--- src/rtl/vic_pkg.sv ---
package vic_pkg;
  localparam int CH_N   = 16;
  localparam int CH_W   = $clog2(CH_N);
  localparam int BYTE_W = 8;
  localparam int ADDR_W = 4;
  localparam int VB_W   = 4;
  localparam int MODE_BIT = 3;

  localparam logic [ADDR_W-1:0] A_EN_HI   = 4'd0;
  localparam logic [ADDR_W-1:0] A_EN_LO   = 4'd1;
  localparam logic [ADDR_W-1:0] A_PEND_HI = 4'd2;
  localparam logic [ADDR_W-1:0] A_PEND_LO = 4'd3;
  localparam logic [ADDR_W-1:0] A_ISR_HI  = 4'd4;
  localparam logic [ADDR_W-1:0] A_ISR_LO  = 4'd5;
  localparam logic [ADDR_W-1:0] A_MASK_HI = 4'd6;
  localparam logic [ADDR_W-1:0] A_MASK_LO = 4'd7;
  localparam logic [ADDR_W-1:0] A_VEC     = 4'd8;
endpackage

--- src/rtl/vic_chan.sv ---
module vic_chan (
  input  logic clk_i,
  input  logic rst_ni,
  input  logic evt_i,
  input  logic en_we_i,
  input  logic en_d_i,
  input  logic mask_we_i,
  input  logic mask_d_i,
  input  logic pend_clr_i,
  input  logic isr_clr_i,
  input  logic take_i,
  input  logic soft_i,
  output logic en_o,
  output logic mask_o,
  output logic pend_o,
  output logic isr_o
);
  logic en_q, mask_q, pend_q, isr_q;

  always_ff @(posedge clk_i or negedge rst_ni) begin
    if (!rst_ni) begin
      en_q   <= 1'b0;
      mask_q <= 1'b0;
      pend_q <= 1'b0;
      isr_q  <= 1'b0;
    end else begin
      if (en_we_i)   en_q   <= en_d_i;
      if (mask_we_i) mask_q <= mask_d_i;
      // disable dominates, then event beats any clear
      if (!en_q)                      pend_q <= 1'b0;
      else if (evt_i)                 pend_q <= 1'b1;
      else if (take_i || pend_clr_i)  pend_q <= 1'b0;
      // automatic mode holds in-service in reset; grant beats a clear
      if (!soft_i)         isr_q <= 1'b0;
      else if (take_i)     isr_q <= 1'b1;
      else if (isr_clr_i)  isr_q <= 1'b0;
    end
  end

  assign en_o   = en_q;
  assign mask_o = mask_q;
  assign pend_o = pend_q;
  assign isr_o  = isr_q;

  a_r4_disabled_drops: assert property (@(posedge clk_i) disable iff (!rst_ni)
    !en_q |=> !pend_q);
  a_r11_event_wins: assert property (@(posedge clk_i) disable iff (!rst_ni)
    (en_q && evt_i) |=> pend_q);
  a_r5_isr_only_by_grant: assert property (@(posedge clk_i) disable iff (!rst_ni)
    $rose(isr_q) |-> $past(take_i));
  a_r7_auto_no_isr: assert property (@(posedge clk_i) disable iff (!rst_ni)
    !soft_i |=> !isr_q);
endmodule

--- src/rtl/vic_prio.sv ---
module vic_prio
  import vic_pkg::*;
(
  input  logic            clk_i,
  input  logic            rst_ni,
  input  logic [CH_N-1:0] en_i,
  input  logic [CH_N-1:0] mask_i,
  input  logic [CH_N-1:0] pend_i,
  input  logic [CH_N-1:0] isr_i,
  output logic [CH_N-1:0] req_o,
  output logic            irq_o,
  output logic            win_any_o,
  output logic [CH_W-1:0] win_id_o
);
  logic [CH_N-1:0] blocked;

  always_comb begin
    logic acc;
    acc = 1'b0;
    for (int i = CH_N-1; i >= 0; i--) begin
      acc = acc | isr_i[i];
      blocked[i] = acc;
    end
  end

  assign req_o     = en_i & mask_i & pend_i & ~blocked;
  assign irq_o     = |req_o;
  assign win_any_o = |req_o;

  always_comb begin
    win_id_o = '0;
    for (int i = 0; i < CH_N; i++)
      if (req_o[i]) win_id_o = CH_W'(i);
  end

  a_r2_winner_highest: assert property (@(posedge clk_i) disable iff (!rst_ni)
    win_any_o |-> ((req_o >> win_id_o) == CH_N'(1)));
  a_r9_winner_unblocked: assert property (@(posedge clk_i) disable iff (!rst_ni)
    win_any_o |-> ((isr_i >> win_id_o) == '0));
  a_r12_irq_needs_source: assert property (@(posedge clk_i) disable iff (!rst_ni)
    irq_o |-> ($countones(en_i & pend_i & mask_i) > 0));
endmodule

--- src/rtl/vic_ack.sv ---
module vic_ack
  import vic_pkg::*;
(
  input  logic            clk_i,
  input  logic            rst_ni,
  input  logic            ack_ni,
  input  logic            pri_in_ni,
  input  logic            win_any_i,
  input  logic [CH_W-1:0] win_id_i,
  input  logic [VB_W-1:0] vbase_i,
  output logic [7:0]      vec_o,
  output logic            vec_valid_o,
  output logic            pri_out_no,
  output logic            take_o
);
  logic sel;

  assign sel         = !ack_ni && !pri_in_ni;
  assign take_o      = sel && win_any_i;
  assign vec_valid_o = take_o;
  assign pri_out_no  = !(sel && !win_any_i);
  assign vec_o       = take_o ? {vbase_i, win_id_i} : 8'h00;

  a_r10_chain_exclusive: assert property (@(posedge clk_i) disable iff (!rst_ni)
    vec_valid_o |-> pri_out_no);
  a_r10_idle_passthrough: assert property (@(posedge clk_i) disable iff (!rst_ni)
    (ack_ni || pri_in_ni) |-> (pri_out_no && !vec_valid_o));
endmodule

--- src/rtl/vic_top.sv ---
module vic_top
  import vic_pkg::*;
(
  input  logic              clk_i,
  input  logic              rst_ni,
  input  logic [CH_N-1:0]   evt_i,
  input  logic              we_i,
  input  logic [ADDR_W-1:0] addr_i,
  input  logic [BYTE_W-1:0] wdata_i,
  output logic [BYTE_W-1:0] rdata_o,
  output logic              irq_o,
  input  logic              ack_ni,
  input  logic              pri_in_ni,
  output logic              pri_out_no,
  output logic [7:0]        vec_o,
  output logic              vec_valid_o
);
  logic [CH_N-1:0] en_q, mask_q, pend_q, isr_q, req;
  logic [VB_W-1:0] vbase_q;
  logic            soft_q;
  logic            win_any, take;
  logic [CH_W-1:0] win_id;

  always_ff @(posedge clk_i or negedge rst_ni) begin
    if (!rst_ni) begin
      vbase_q <= '0;
      soft_q  <= 1'b0;
    end else if (we_i && addr_i == A_VEC) begin
      vbase_q <= wdata_i[BYTE_W-1 -: VB_W];
      soft_q  <= wdata_i[MODE_BIT];
    end
  end

  for (genvar c = 0; c < CH_N; c++) begin : g_ch
    localparam int  BIT = c % BYTE_W;
    localparam bit  HI  = (c >= BYTE_W);
    localparam logic [ADDR_W-1:0] EN_A   = HI ? A_EN_HI   : A_EN_LO;
    localparam logic [ADDR_W-1:0] MASK_A = HI ? A_MASK_HI : A_MASK_LO;
    localparam logic [ADDR_W-1:0] PEND_A = HI ? A_PEND_HI : A_PEND_LO;
    localparam logic [ADDR_W-1:0] ISR_A  = HI ? A_ISR_HI  : A_ISR_LO;
    vic_chan u_chan (
      .clk_i      (clk_i),
      .rst_ni     (rst_ni),
      .evt_i      (evt_i[c]),
      .en_we_i    (we_i && addr_i == EN_A),
      .en_d_i     (wdata_i[BIT]),
      .mask_we_i  (we_i && addr_i == MASK_A),
      .mask_d_i   (wdata_i[BIT]),
      .pend_clr_i (we_i && addr_i == PEND_A && !wdata_i[BIT]),
      .isr_clr_i  (we_i && addr_i == ISR_A && !wdata_i[BIT]),
      .take_i     (take && win_id == CH_W'(c)),
      .soft_i     (soft_q),
      .en_o       (en_q[c]),
      .mask_o     (mask_q[c]),
      .pend_o     (pend_q[c]),
      .isr_o      (isr_q[c])
    );
  end

  vic_prio u_prio (
    .clk_i     (clk_i),
    .rst_ni    (rst_ni),
    .en_i      (en_q),
    .mask_i    (mask_q),
    .pend_i    (pend_q),
    .isr_i     (isr_q),
    .req_o     (req),
    .irq_o     (irq_o),
    .win_any_o (win_any),
    .win_id_o  (win_id)
  );

  vic_ack u_ack (
    .clk_i       (clk_i),
    .rst_ni      (rst_ni),
    .ack_ni      (ack_ni),
    .pri_in_ni   (pri_in_ni),
    .win_any_i   (win_any),
    .win_id_i    (win_id),
    .vbase_i     (vbase_q),
    .vec_o       (vec_o),
    .vec_valid_o (vec_valid_o),
    .pri_out_no  (pri_out_no),
    .take_o      (take)
  );

  always_comb begin
    unique case (addr_i)
      A_EN_HI:   rdata_o = en_q[CH_N-1:BYTE_W];
      A_EN_LO:   rdata_o = en_q[BYTE_W-1:0];
      A_PEND_HI: rdata_o = pend_q[CH_N-1:BYTE_W];
      A_PEND_LO: rdata_o = pend_q[BYTE_W-1:0];
      A_ISR_HI:  rdata_o = isr_q[CH_N-1:BYTE_W];
      A_ISR_LO:  rdata_o = isr_q[BYTE_W-1:0];
      A_MASK_HI: rdata_o = mask_q[CH_N-1:BYTE_W];
      A_MASK_LO: rdata_o = mask_q[BYTE_W-1:0];
      A_VEC:     rdata_o = {vbase_q, soft_q, 3'b000};
      default:   rdata_o = '0;
    endcase
  end

  a_r8_grant_sets_isr: assert property (@(posedge clk_i) disable iff (!rst_ni)
    (vec_valid_o && soft_q) |=> isr_q[$past(vec_o[CH_W-1:0])]);
  a_r2_vector_base: assert property (@(posedge clk_i) disable iff (!rst_ni)
    vec_valid_o |-> (vec_o[7:4] == vbase_q && irq_o));
endmodule

--- config.mk ---
export PLATFORM = sky130hd
export DESIGN_NAME = vic_top
export DESIGN_NICKNAME = d
export VERILOG_FILES = /design/src/rtl/vic_pkg.sv /design/src/rtl/vic_chan.sv /design/src/rtl/vic_prio.sv /design/src/rtl/vic_ack.sv /design/src/rtl/vic_top.sv
export SDC_FILE = /design/constraint.sdc
export NUM_CORES = 1
export LEC_CHECK = 0
export BUFFER_PORTS_ARGS = -buffer_cell sky130_fd_sc_hd__buf_2
export CORE_UTILIZATION = 45
export DETAILED_ROUTE_END_ITERATION = 7
export PLACE_DENSITY = 0.62
export SYNTH_ARGS = -nofsm -noshare
export SYNTH_HDL_FRONTEND = slang
export SYNTH_SLANG_ARGS = --single-unit
--- constraint.sdc ---
create_clock -name clk_i -period 3.5 [get_ports clk_i]
set_input_delay 0.35 -clock clk_i [delete_from_list [all_inputs] [get_ports clk_i]]
set_output_delay 0.35 -clock clk_i [all_outputs]
set_load 0.02 [all_outputs]
==> results.yml <==
clock_tree:
  post-cts-setup-buffers: 0
  cts_resized: 0
  h-tree-depth: 3
  root_buffer: "clkbuf_8"
  numCtsBuffers: 9
  clock_path_buffers: 2
  clkSlewWorstSetupHoldPaths_ns: 0.09
  clock-sinks: 69
  cts_tree: "done"
  clock_latency_ns: 0.36
  cts_hold_buffers: 0
yosys:
  synth_common_cells: "dfrtp_1, nand2_1, mux2_2, o21ai_0"
  synth_top_area_share_pct: 43.0
  ys_ff_latch: 69
  async_reset_ff_share_pct: 100
  yosysMostFrequentCell: "dfrtp_1"
  synth_area_leaders: "dfrtp_1, mux2_2, o21ai_0"
  synth_warnings: 0
  synth-edff-count: 0
  syn_avg_cell_area_um2: 9.47
  synthFlopType: "dfrtp_1"
  synth_nets: 457
  yosysTopAreaCell: "dfrtp_1"
  ys_types: 51
  postSynthCellCount: 424
  seq_area_frac_synth_pct: 43.0
  syn_area_um2: 4020
sta:
  rsz0062_at_grt: "no"
  slew_headroom_pct: 23.1
  post-route-period-util_pct: 92.5
  setup_tns_ns: 0
  fin_ws_ns: 0.262
  tightest_slew_ns: 1.15
  drv_slew: 0
  hold_violations: 0
  fin_crit_ns: 3.24
  setup_viol_count_final: 0
  max_freq_mhz: 309
  skew_ns: 0.0132
floorplanning:
  die_w_um: 96.5
  pin_count: 52
  floorplan.initialDensity_pct: 46.3
  fp.dieArea_um2: 9310
  rows: 34
  core_um2: 8680
  die_y_um: 96.5
route:
  vias_per_cell: 6.42
  drt_wl_total_um: 13800
  first_iter_violations: 253
  antenna_left: 0
  detail_route.wl_per_cell_um: 23.1
  dr.pass1.iters: 5
  drc_errors: 0
  vias: 3824
setup_path:
  crit_required_ns: 3.15
  cp_slowest_stage_delay_ns: 0.60
  cp_max_fo: 9
  worst_setup_path_start_kind: "flip-flop"
  cp.arrival_ns: 2.89
  cp-end-kind: "output pin"
  cp_slowest_cell: "or4_4"
  rrSetupSlack_ns: 0.74
  path_cells: "or4_4 > o22ai_1 > a41oi_1 > o31a_2 > nor2_1 > nor3_1 > buf_2"
  critPathKind: "reg -> out"
place:
  port_buffers: 51
  place_hpwl_um: 9870
  dp_worst_setup_slack_ns: 0.637
  place.gp.congestion: 0.953
grt:
  antenna_found_initial: 0
  grt_pass1_wl_um: 20700
  grt_use_total_pct: 31.6
  grt_max_degree: 48
  grt_pass1_vias: 3553
  grt.overflow.total: 0
layout:
  num_antenna_cells: 0
  syn_to_final_growth_pct: 16.4
  drive_gt1_share_pct: 27.3
  layout.nets: 516
power:
  p_leak_nw: 2.06
  power.density_nw_per_um2: 557
  p_total_w: 0.00260
  vdd_drop_max_mv: 0.291
outcome:
  status: "completed"
flow_run:
  drv_cap: 0
worst_hold_path:
  worstHoldPathType: "in -> reg"
[cells by family after synthesis]
family                 after synthesis  synth area share [%]
multiplexers                        46                  12.6
buffers and inverters               25                  2.55
flip-flops                          69                  43.0
AND/OR/NAND/NOR                    150                  19.6
AO/OA/AOI/OAI                      134                  22.2
[flip-flops by register name, indices dropped and copies added, names as in the netlist]
register and flops:
vbase_q 4, soft_q 1, g_ch.u_chan.mask_o 16, g_ch.u_chan.pend_o 16
g_ch.u_chan.isr_o 16, g_ch.u_chan.en_o 16
[per-stage QoR]
stage,utilization [%],hold WS (ns),cells,instance area (µm²)
global placement,51.3,0.510,580,4450
floorplan,-,0.0544,424,4020
detailed placement,51.3,0.520,580,4450
global route,53.9,0.196,596,4680
CTS,53.8,0.185,596,4670
finish,53.9,0.191,596,4680
[report_power, final]
| part | total, W | internal, W | switching (W) |
|---|---|---|---|
| Clock | 0.000752 | 0.000405 | 0.000347 |
| Sequential | 0.00110 | 0.000943 | 0.000159 |
| Combinational | 0.000750 | 0.000310 | 0.000440 |
| Total | 0.00260 | 0.00166 | 0.000946 |
[cell type report]
| cell class | count | area (µm²) |
|---|---|---|
| Fill cell | 859 | 4000 |
| Inverter | 5 | 18.8 |
| Multi-Input combinational cell | 330 | 2190 |
| Tap cell | 108 | 135 |
| Clock buffer | 9 | 124 |
| Sequential cell | 69 | 1730 |
| Timing Repair Buffer | 68 | 383 |
| Clock inverter | 7 | 97.6 |
[final timing paths]
kind | start | endpoint | cells after the start
max | g_ch[15].u_chan.isr_o$_DFFE_PN0P_ | vec_o[1] | 7
min | evt_i[0] | g_ch[0].u_chan.pend_o$_DFFE_PN0P_ | 3
max reg2reg | g_ch[15].u_chan.isr_o$_DFFE_PN0P_ | g_ch[1].u_chan.pend_o$_DFFE_PN0P_ | 7
min reg2reg | g_ch[1].u_chan.en_o$_DFFE_PN0P_ | g_ch[1].u_chan.pend_o$_DFFE_PN0P_ | 1
max in group asynchronous | rst_ni | g_ch[11].u_chan.isr_o$_DFFE_PN0P_ | 2
min in group asynchronous | rst_ni | g_ch[0].u_chan.en_o$_DFFE_PN0P_ | 1
[layout by cell type (no fill, tap or decap), types with 6 or more instances in the layout]
cell type  instances
o21a_1            19
clkbuf_8           9
nor3_1            12
o211ai_1          13
nand3_1           25
buf_4             17
mux2i_1            8
a21oi_1           21
buf_2             51
mux2_2            38
and3_1             6
o21ai_0           34
o22ai_1            6
dfrtp_1           69
and2_1             6
a22oi_1            6
nor2_1            25
a21boi_0           6
nand2_1           41
a31oi_1            6
[per-layer routing]
metal / vias up / track usage, % / part of all wire, %
met5: - / 0 / 0
met4: 0 / 12.0 / 2.4
met3: 28 / 7.43 / 9.2
met2: 177 / 45.5 / 44
met1: 1905 / 45.6 / 45
li1: 1714 / - / -
[critical path: cells and delay by family, from the launching register on]
family / cells / cell delay (ns)
simple gates: 3 / 1.30
compound gates: 3 / 0.60
flops: 1 / 0.44
buf+inv: 1 / 0.19
Power figures use the tool's default switching activity.
